File: src/rtl/ipf_pkg.sv
`timescale 1ns/1ps
package ipf_pkg;

    // Control states of the fetch sequencer
    typedef enum logic [1:0] {
        FS_IDLE = 2'd0,   // reset state, no request
        FS_RUN  = 2'd1,   // normal speculative fetching
        FS_HOLD = 2'd2    // stale request held until its grant
    } fetch_state_e;

    localparam int unsigned WORD_BYTES = 4;

endpackage

File: src/rtl/ipf_fifo.sv
`timescale 1ns/1ps
module ipf_fifo #(
    parameter int unsigned DEPTH = 2,
    parameter int unsigned DW    = 32
) (
    input  logic                          clk_i,
    input  logic                          rst_ni,
    input  logic                          flush_i,
    input  logic                          push_i,
    input  logic [DW-1:0]                 wdata_i,
    input  logic                          pop_i,
    output logic [DW-1:0]                 rdata_o,
    output logic                          empty_o,
    output logic [$clog2(DEPTH+1)-1:0]    count_o
);
    localparam int unsigned CW = $clog2(DEPTH + 1);
    localparam int unsigned PW = (DEPTH > 1) ? $clog2(DEPTH) : 1;

    logic [DW-1:0] slot_q [DEPTH];
    logic [PW-1:0] wr_q, rd_q;
    logic [CW-1:0] cnt_q;

    function automatic logic [PW-1:0] bump(input logic [PW-1:0] p);
        return (p == PW'(DEPTH - 1)) ? '0 : p + 1'b1;
    endfunction

    always_ff @(posedge clk_i or negedge rst_ni) begin
        if (!rst_ni) begin
            wr_q  <= '0;
            rd_q  <= '0;
            cnt_q <= '0;
        end else if (flush_i) begin
            wr_q  <= '0;
            rd_q  <= '0;
            cnt_q <= '0;
        end else begin
            if (push_i) wr_q <= bump(wr_q);
            if (pop_i)  rd_q <= bump(rd_q);
            cnt_q <= cnt_q + CW'(push_i) - CW'(pop_i);
        end
    end

    // One storage register per slot, written when the write pointer selects it
    for (genvar i = 0; i < DEPTH; i++) begin : g_slot
        always_ff @(posedge clk_i) begin
            if (push_i && !flush_i && (wr_q == PW'(i))) begin
                slot_q[i] <= wdata_i;
            end
        end
    end

    assign rdata_o = slot_q[rd_q];
    assign empty_o = (cnt_q == '0);
    assign count_o = cnt_q;

endmodule

File: src/rtl/ipf_credit.sv
`timescale 1ns/1ps
module ipf_credit #(
    parameter int unsigned DEPTH = 2
) (
    input  logic                       clk_i,
    input  logic                       rst_ni,
    input  logic                       grant_i,
    input  logic                       stale_grant_i,
    input  logic                       rvalid_i,
    input  logic                       redirect_i,
    output logic [$clog2(DEPTH+1)-1:0] outst_o,
    output logic                       accept_o
);
    localparam int unsigned CW = $clog2(DEPTH + 1);

    logic [CW-1:0] outst_q, outst_d;
    logic [CW-1:0] drop_q, drop_d;
    logic          drop_hit;

    // Reads in flight after this cycle
    assign outst_d  = outst_q + CW'(grant_i) - CW'(rvalid_i);
    assign drop_hit = rvalid_i && (drop_q != '0);

    always_comb begin
        if (redirect_i) begin
            // everything still in flight belongs to the old stream
            drop_d = outst_d;
        end else begin
            drop_d = drop_q + CW'(stale_grant_i) - CW'(drop_hit);
        end
    end

    always_ff @(posedge clk_i or negedge rst_ni) begin
        if (!rst_ni) begin
            outst_q <= '0;
            drop_q  <= '0;
        end else begin
            outst_q <= outst_d;
            drop_q  <= drop_d;
        end
    end

    assign accept_o = rvalid_i && (drop_q == '0) && !redirect_i;
    assign outst_o  = outst_q;

endmodule

File: src/rtl/ipf_fetch_fsm.sv
`timescale 1ns/1ps
module ipf_fetch_fsm
    import ipf_pkg::*;
#(
    parameter int unsigned    AW         = 32,
    parameter logic [AW-1:0]  RESET_ADDR = '0
) (
    input  logic          clk_i,
    input  logic          rst_ni,
    input  logic          credit_ok_i,
    input  logic          gnt_i,
    input  logic          redirect_i,
    input  logic [AW-1:0] redirect_addr_i,
    output logic          req_o,
    output logic [AW-1:0] addr_o,
    output logic          grant_o,
    output logic          stale_grant_o
);
    localparam logic [AW-1:0] WORD_MASK = ~AW'(WORD_BYTES - 1);
    localparam logic [AW-1:0] STEP      = AW'(WORD_BYTES);

    fetch_state_e  state_q, state_d;
    logic [AW-1:0] fetch_q, held_q;
    logic [AW-1:0] target;
    logic          blocked;

    assign target  = redirect_addr_i & WORD_MASK;
    assign blocked = redirect_i && req_o && !gnt_i;

    // State register
    always_ff @(posedge clk_i or negedge rst_ni) begin
        if (!rst_ni) state_q <= FS_IDLE;
        else         state_q <= state_d;
    end

    // Transitions: start, redirect_blocked, stale_granted
    always_comb begin
        state_d = state_q;
        unique case (state_q)
            FS_IDLE: state_d = FS_RUN;
            FS_RUN:  if (blocked) state_d = FS_HOLD;
            FS_HOLD: if (gnt_i)   state_d = FS_RUN;
            default: state_d = FS_IDLE;
        endcase
    end

    // Outputs
    always_comb begin
        unique case (state_q)
            FS_IDLE: begin
                req_o  = 1'b0;
                addr_o = fetch_q;
            end
            FS_RUN: begin
                req_o  = credit_ok_i;
                addr_o = fetch_q;
            end
            FS_HOLD: begin
                req_o  = 1'b1;
                addr_o = held_q;
            end
            default: begin
                req_o  = 1'b0;
                addr_o = fetch_q;
            end
        endcase
    end

    assign grant_o       = req_o && gnt_i;
    assign stale_grant_o = grant_o && (state_q == FS_HOLD);

    // Fetch and held addresses
    always_ff @(posedge clk_i or negedge rst_ni) begin
        if (!rst_ni) begin
            fetch_q <= RESET_ADDR & WORD_MASK;
            held_q  <= RESET_ADDR & WORD_MASK;
        end else begin
            if (redirect_i) begin
                fetch_q <= target;
                if (state_q == FS_RUN && blocked) held_q <= fetch_q;
            end else if (grant_o && state_q == FS_RUN) begin
                fetch_q <= fetch_q + STEP;
            end
        end
    end

endmodule

File: src/rtl/ipf_prefetch.sv
`timescale 1ns/1ps
module ipf_prefetch
    import ipf_pkg::*;
#(
    parameter int unsigned    DEPTH      = 2,
    parameter int unsigned    AW         = 32,
    parameter int unsigned    DW         = 32,
    parameter logic [AW-1:0]  RESET_ADDR = '0
) (
    input  logic          clk_i,
    input  logic          rst_ni,
    input  logic          redirect_i,
    input  logic [AW-1:0] redirect_addr_i,
    output logic          bus_req_o,
    output logic [AW-1:0] bus_addr_o,
    input  logic          bus_gnt_i,
    input  logic          bus_rvalid_i,
    input  logic [DW-1:0] bus_rdata_i,
    output logic          out_valid_o,
    input  logic          out_ready_i,
    output logic [DW-1:0] out_word_o
);
    localparam int unsigned CW = $clog2(DEPTH + 1);

    logic [CW-1:0] fifo_count;
    logic [CW-1:0] outst_count;
    logic          fifo_empty;
    logic          pop;
    logic          accept;
    logic          grant;
    logic          stale_grant;
    logic          credit_ok;
    logic [CW:0]   load;

    assign out_valid_o = !fifo_empty && !redirect_i;
    assign pop         = out_valid_o && out_ready_i;

    // Slots committed after this cycle's departure, before any new grant
    assign load      = {1'b0, fifo_count} + {1'b0, outst_count} - {{CW{1'b0}}, pop};
    assign credit_ok = (load < (CW+1)'(DEPTH));

    ipf_fetch_fsm #(
        .AW         (AW),
        .RESET_ADDR (RESET_ADDR)
    ) u_fsm (
        .clk_i           (clk_i),
        .rst_ni          (rst_ni),
        .credit_ok_i     (credit_ok),
        .gnt_i           (bus_gnt_i),
        .redirect_i      (redirect_i),
        .redirect_addr_i (redirect_addr_i),
        .req_o           (bus_req_o),
        .addr_o          (bus_addr_o),
        .grant_o         (grant),
        .stale_grant_o   (stale_grant)
    );

    ipf_credit #(
        .DEPTH (DEPTH)
    ) u_credit (
        .clk_i         (clk_i),
        .rst_ni        (rst_ni),
        .grant_i       (grant),
        .stale_grant_i (stale_grant),
        .rvalid_i      (bus_rvalid_i),
        .redirect_i    (redirect_i),
        .outst_o       (outst_count),
        .accept_o      (accept)
    );

    ipf_fifo #(
        .DEPTH (DEPTH),
        .DW    (DW)
    ) u_fifo (
        .clk_i   (clk_i),
        .rst_ni  (rst_ni),
        .flush_i (redirect_i),
        .push_i  (accept),
        .wdata_i (bus_rdata_i),
        .pop_i   (pop),
        .rdata_o (out_word_o),
        .empty_o (fifo_empty),
        .count_o (fifo_count)
    );

endmodule

File: config.mk
export PLATFORM = sky130hd
export DESIGN_NAME = ipf_prefetch
export DESIGN_NICKNAME = d
export VERILOG_FILES = /design/src/rtl/ipf_pkg.sv /design/src/rtl/ipf_fifo.sv /design/src/rtl/ipf_credit.sv /design/src/rtl/ipf_fetch_fsm.sv /design/src/rtl/ipf_prefetch.sv
export SDC_FILE = /design/constraint.sdc
export NUM_CORES = 1
export LEC_CHECK = 0
export BUFFER_PORTS_ARGS = -buffer_cell sky130_fd_sc_hd__buf_2
export CORE_UTILIZATION = 40
export DETAILED_ROUTE_END_ITERATION = 12
export PLACE_DENSITY_LB_ADDON = 0.12
export SYNTH_ARGS = -nofsm -noshare
export SYNTH_HDL_FRONTEND = slang
export SYNTH_HIERARCHICAL = 1
export SYNTH_SLANG_ARGS = --single-unit
File: constraint.sdc
create_clock -name clk_i -period 3.5 [get_ports clk_i]
set_clock_uncertainty 0.05 [all_clocks]
set_input_delay 0.175 -clock clk_i [delete_from_list [all_inputs] [get_ports clk_i]]
set_output_delay 0.175 -clock clk_i [all_outputs]
set_load 0.01 [all_outputs]
==> metrics.yaml, run 1 <==
run_status:
  run_status: "finished clean"
job:
  cap_violations: 0
final_layout:
  postLayoutCoreUtil_pct: 53.8
  final_layout_size_suffix_gt1_share_pct: 39.0
  fillerInstances: 1440
  area_delta_synth_final_pct: 31.1
  n_antenna_cell: 0
  stdcell_count: 918
  nets: 773
min_path:
  hp-class: "in -> reg"
  hp-start: "out_ready_i"
floorplanning:
  die_x_um: 130
  start_util_pct: 41.0
  die_h_um: 130
  core_area_sq_mm: 0.0159
  ios: 136
  dieArea_sq_mm: 0.0169
  rows: 46
global_route:
  grt_pass1_vias: 4573
  grt_pass1_wl_um: 22200
  grt_overflow: 0
  grt_max_degree: 42
  antenna_found_initial: 0
  grt.total_usage_pct: 17.4
detailed_routing:
  viasPerCell: 4.95
  drt_wl_total_um: 14000
  ant_nets: 0
  vias: 4547
  initialDrtViolationCount: 251
  post_drt_wl_per_cell_um: 15.3
  dr.pass1.iters: 4
  drc_errors: 0
setup_path:
  startpoint_type: "flop"
  path_class: "reg -> reg"
  arrival_ns: 3.58
  critPathLaunch: "u_fifo/count_o[0]"
  crit_path_end_kind: "flop"
  cp_max_fo: 4
  reg2reg_from: "u_fifo/count_o[0]"
  cp.required_ns: 3.73
yosys:
  synth_cell_types: 54
  async_flop_share_pct: 52.2
  synth_edf_count: 64
  synth_common_cells: "70 x dfrtp_1, 64 x edfxtp_1, 60 x mux2_2"
  synth_area_sq_mm: 0.00654
  yosysWarningCount: 6
  synth.top_cell.area_share_pct: 29.4
  synth_area_leaders: "edfxtp_1 29%, dfrtp_1 27%, mux2_2 10%"
  synth_cells: 489
  ys_ff_latch: 134
  ys_seq_area_share_pct: 56.2
  synthFlopType: "dfrtp_1"
  synth_most_common_cell: "dfrtp_1"
  syn_avg_cell_area_sq_um: 13.4
  synth_top_cell_by_area: "edfxtp_1"
clock_tree:
  cts_sinks: 134
  clk_pin_slew_worst_paths_ns: 0.06
  ctsResizeCount: 0
  numCtsBuffers: 17
  clock_path_buffers: 2
  htree_levels: 4
  cts_tree: "built"
  insertion_delay_ns: 0.41
  root_buffer: "clkbuf_16"
timing:
  relSlewSlack_pct: 31.7
  fin_crit_sh_pct: 95.8
  rsz0062_at_grt: "true"
  finalSetupViolCount: 0
  finalCriticalPeriod_ns: 3.35
  whs_ns: 0.163
  fin_setup_tns_ns: 0
  fmax_mhz: 298
  slew_violations: 0
  hold_viol_final: 0
  worstMarginPinSlew_ns: 1.02
power:
  power_mw: 4.83
  leakagePower_nw: 3.57
  power.density_mw_per_mm2: 564
  ir_drop_uv: 359
placement:
  dp.cells: 823
  place.gp.congestion: 0.745
  io_buffers: 131
  dpl.hpwl_um: 9440
[repair_timing]
| action | 4_1_cts | 5_1_grt |
|---|---|---|
| hold endpoints to repair | 117 | 0 |
| endpoints found under the setup margin | 0 | 6 |
| buffers inserted | 0 | 0 |
| hold buffers | 63 | 0 |
[worst paths after layout]
check                                endpoint  slack, ns  depth (start not counted)
min in group asynchronous   u_fsm/fetch_q[16]       0.26                          2
setup reg to reg           u_credit/drop_q[1]       0.15                         14
max in group asynchronous    u_fsm/fetch_q[8]       2.30                          3
setup / recovery           u_credit/drop_q[1]       0.15                         14
hold / removal                    u_fifo/rd_q       0.16                          4
hold reg to reg              u_fsm/held_q[26]       0.45                          1
[registers in the layout, indices dropped and copies added (netlist names)]
signal and flops:
u_fifo/slot_q 64, u_fifo/count_o 2, u_fsm/fetch_q 30, u_fifo/wr_q 1, u_fifo/rd_q 1, u_fsm/state_q 2
u_credit/outst_o 2, u_fsm/held_q 30, u_credit/drop_q 2
[logic make-up (layout without fill, tap and decap cells)]
logic type | Yosys count | count (layout) | synth area share (%)
DFF | 134 | 134 | 56.2
and+or+nand+nor | 129 | 129 | 11.1
muxes | 91 | 91 | 17.3
AOI/OAI and AO/OA | 62 | 62 | 6.22
buffers and inverters | 43 | 255 | 3.73
xor gates and xnor gates | 15 | 15 | 2.66
adders and majority gates | 14 | 14 | 2.79
other | 1 | 2 | 0.0574
[where the power goes]
part / switching (mW) / internal, mW / total (mW)
clock: 0.676 / 0.978 / 1.65
sequential: 0.181 / 1.91 / 2.09
combinational: 0.498 / 0.594 / 1.09
total: 1.35 / 3.48 / 4.83
[cell type report]
| class | instances | area [sq um] | share of cell area (%) |
|---|---|---|---|
| clock buffer | 18 | 429 | 5.01 |
| tap | 216 | 270 | 3.15 |
| clock inverter | 14 | 128 | 1.49 |
| inverter | 19 | 71.3 | 0.832 |
| sequential | 134 | 3670 | 42.9 |
| timing repair buffer | 204 | 1360 | 15.9 |
| multi-input combinational | 313 | 2640 | 30.8 |
[per-layer routing]
metal	GRT usage, %	vias up	share of wire (%)
li1	-	2221	-
met1	21.6	2189	45
met2	29.0	125	48
met3	5.13	12	5.3
met4	6.16	0	1.3
met5	0	-	0
[worst max-delay path, stage by stage, from the launching register on]
cell and delay [ns]:
dfrtp_1 0.40, nor2_1 0.11, nor2_1 0.05, and2_1 0.19, ha_1 0.27, nand2b_1 0.15
fa_1 0.37, xor2_1 0.16, and2_1 0.22, a21oi_1 0.29, nor2_1 0.09, and2_1 0.17
ha_1 0.21, xnor3_1 0.41, mux2i_1 0.08
[layout by cell type, fill, tap and decap left out, types with 5 or more instances in the layout]
master         instances
a31oi_1               16
buf_4                 10
inv_1                 18
mux2_4                29
nand2_1               27
clkbuf_16             17
xnor2_1                7
a21oi_1                5
or4_1                 15
ha_1                  12
nand4_1                8
buf_2                131
o21ai_0               18
dlygate4sd3_1         63
clkinvlp_4             7
dfrtp_1               69
xor2_1                 5
mux2_2                60
nand3_1               17
o31ai_1               14
nor2_1                29
edfxtp_1              64
[through the flow]
| step | worst slack [ns] | cell area (sq um) |
|---|---|---|
| finish | 0.147 | 8570 |
| global route | -0.0131 | 8570 |
| CTS | 0.155 | 8570 |
| detailed placement | 0.164 | 7390 |
| global placement | 0.283 | 7390 |
| floorplan | 0.355 | 6550 |
Note: power is estimated with default switching activity, not from simulation.
==> inputs of run 2 (changes only) <==
--- a/config.mk
+++ b/config.mk
@@ -5,9 +5,9 @@
 export SDC_FILE = /design/constraint.sdc
 export NUM_CORES = 1
 export LEC_CHECK = 0
-export BUFFER_PORTS_ARGS = -buffer_cell sky130_fd_sc_hd__buf_2
 export CORE_UTILIZATION = 40
 export DETAILED_ROUTE_END_ITERATION = 12
+export DONT_BUFFER_PORTS = 1
 export PLACE_DENSITY_LB_ADDON = 0.12
 export SYNTH_ARGS = -nofsm -noshare
 export SYNTH_HDL_FRONTEND = slang
==> metrics.yaml, run 2 (synthesized netlist as in run 1, its figures left out) <==
power:
  pwr-share-seq_pct: 41.6  # -1.6 points
  p_sw_mw: 1.31  # -3.3%
  switching_share_pct: 26.2  # -1.9 points
  leakagePower_nw: 3.15  # -12%
  power.density_mw_per_mm2: 619  # +9.9%
  internal_power_mw: 3.70  # +6.3%
  clkPwrFrac_pct: 38.2  # +4.0 points
  power_mw: 5.01  # +3.6%
  ir_drop_uv: 267  # -26%
  combPwrFrac_pct: 20.2  # -2.4 points
global_route:
  grt_pass1_vias: 4211  # -7.9%
  grt.total_usage_pct: 16.7  # -0.74 points
  grt_max_degree: 71  # +69%
  antenna_found_initial: 1  # +1
  use_met1_pct: 19.7  # -1.9 points
  met2_usage_pct: 27.8  # -1.2 points
  grt_pass1_wl_um: 21300  # -4.2%
  grtUsageMet3_pct: 5.08  # -0.041 points
  top_usage_layer: "met2"
  grt_overflow: 0  # unchanged
final_layout:
  n_antenna_cell: 0  # unchanged
  final_cell_mix: "69 x dfrtp_1, 66 x dlygate4sd3_1, 64 x edfxtp_1, 60 x mux2_2"
  top_regs: "u_fifo/slot_q x64, u_fsm/fetch_q x30, u_fsm/held_q x30"
  stdcell_count: 790  # -14%
  largest_reg_flops: 64  # unchanged
  area_delta_synth_final_pct: 23.7
  final_layout_size_suffix_gt1_share_pct: 25.1  # -14 points
  regMostFlops: "u_fifo/slot_q"
  nets: 645  # -17%
  final_common_cell: "dfrtp_1"
placement:
  io_buffers: 0  # -100%
  place.gp.congestion: 0.766  # +2.9%
  dpl.hpwl_um: 8520  # -9.7%
  dp.cells: 689  # -16%
clock_tree:
  cts_sinks: 134  # unchanged
  insertion_delay_ns: 0.41  # about the same
  root_buffer: "clkbuf_16"
  cts_tree: "built"
  clock_path_buffers: 2  # unchanged
  numCtsBuffers: 17  # unchanged
  htree_levels: 4  # unchanged
  clk_pin_slew_worst_paths_ns: 0.06  # about the same
job:
  cap_violations: 0  # unchanged
run_status:
  run_status: "finished clean"
timing:
  finalCriticalPeriod_ns: 3.28  # -0.0766 ns
  fin_setup_tns_ns: 0  # unchanged
  fin_crit_sh_pct: 93.6  # -2.2 points
  slew_violations: 0  # unchanged
  hold_viol_final: 0  # unchanged
  finalSetupViolCount: 0  # unchanged
  fmax_mhz: 305  # +2.3%
  rsz0062_at_grt: "false"
  relSlewSlack_pct: 31.7  # +0.047 points
  worstMarginPinSlew_ns: 1.02  # -0.000706 ns
setup_path:
  arrival_ns: 3.55  # -0.03 ns
  slowest_stage: "dfrtp_1"
  cp.required_ns: 3.77  # +0.04 ns
  worst_path_most_repeated_cell: "nor2_1"
  path_delay_family: "simple AND/OR/NAND/NOR gates"
  cp_max_fo: 4  # unchanged
  path_class: "reg -> reg"
  cp_num_buf_inv: 0  # unchanged
  crit_path_end_kind: "flop"
  crit_path_max_incr_delay_ns: 0.39  # -0.02 ns
  path_cells: "nor2_1 > nor2_1 > and2_1 > ha_1 > nand2b_1 > fa_1 > xor2_1 > and2_2 > a21oi_2 > nor2_1 > and2_1 > ha_1 > xnor3_1 > mux2i_1"
  startpoint_type: "flop"
detailed_routing:
  post_drt_wl_per_cell_um: 17.4  # +14%
  drc_errors: 0  # unchanged
  drt_wl_total_um: 13800  # -1.8%
  ant_nets: 0  # unchanged
  viasPerCell: 5.32  # +7.4%
  initialDrtViolationCount: 227  # -9.6%
  vias: 4201  # -7.6%
  dr.pass1.iters: 4  # unchanged
min_path:
  hp-class: "in -> reg"
floorplanning:
  dieArea_sq_mm: 0.0169  # unchanged
  ios: 136  # unchanged
  start_util_pct: 41.0  # unchanged
  rows: 46  # unchanged
  core_area_sq_mm: 0.0159  # unchanged
  die_x_um: 130  # unchanged
  die_h_um: 130  # unchanged
run 2: changes by cell type in the layout (fill, tap and decap cells not counted), moves of 3 or more:
cell | before | now
buf_2 | 131 | 0
clkinvlp_4 | 7 | 2
buf_4 | 10 | 6
bufinv_16 | 1 | 5
dlygate4sd3_1 | 63 | 66
run 2: stage by stage:
step	hold slack (ns)	cell area [sq um]	setup slack [ns]	util, %
5_1_grt	0.0184	8090	0.0355	50.7
3_5_place_dp	-0.168	6720	0.165	42.2
4_1_cts	0.00173	8060	0.137	50.6
2_1_floorplan	-0.171	6550	0.355	-
3_3_place_gp	-0.168	6720	0.255	42.2
6_report	0.0251	8090	0.223	50.7
run 2: power by group through the flow:
stage	clock network [mW]	registers, mW	logic, mW
final	1.91	2.08	1.01
after global routing	2.03	2.12	1.13
after CTS	1.97	2.08	1.01
after detailed placement	0	2.11	0.907
after global placement	0	2.10	0.875
after floorplan	0	2.04	0.793
run 2: worst paths after layout:
| check | startpoint | end | depth (start not counted) | slack [ns] |
|---|---|---|---|---|
| worst max register to register | u_fifo/count_o[0] | u_credit/drop_q[1] | 14 | 0.22 |
| worst max-delay path | u_fifo/count_o[0] | u_credit/drop_q[1] | 14 | 0.22 |
| worst min register to register | u_fsm/held_q[27] | u_fsm/held_q[27] | 1 | 0.45 |
| min in group asynchronous | rst_ni | u_fsm/held_q[16] | 2 | 0.26 |
| max in group asynchronous | rst_ni | u_fifo/rd_q | 2 | 2.82 |
| worst min-delay path | redirect_i | u_fifo/wr_q | 3 | 0.03 |
run 2: metal layers:
layer | wire length, um | part of all wire (%) | vias to the layer above
li1 | - | - | 1967
met1 | 5770 | 42 | 2048
met2 | 6650 | 48 | 152
met3 | 968 | 7.0 | 32
met4 | 363 | 2.6 | 2
met5 | 12 | 0.087 | -
run 2: layout make-up:
| type | instances | area [sq um] |
|---|---|---|
| Clock inverter | 14 | 205 |
| Timing Repair Buffer | 75 | 773 |
| Inverter | 19 | 71.3 |
| Clock buffer | 18 | 429 |
| Sequential cell | 134 | 3670 |
| Multi-Input combinational cell | 314 | 2660 |
| Tap cell | 216 | 270 |
| Fill cell | 1438 | 7860 |
run 2: worst register-to-register path, stage by stage (launching register included):
cell and delay [ns]:
dfrtp_1 0.39, nor2_1 0.11, nor2_1 0.06, and2_1 0.20
ha_1 0.28, nand2b_1 0.16, fa_1 0.38, xor2_1 0.16
and2_2 0.23, a21oi_2 0.19, nor2_1 0.07, and2_1 0.16
ha_1 0.19, xnor3_1 0.39, mux2i_1 0.17
run 2: timing repair:
action	in CTS	in global routing
gates resized for setup	0	3
endpoints found under the setup margin	0	9
buffers inserted	0	0
hold buffers	68	0
endpoints found under the hold margin	172	0
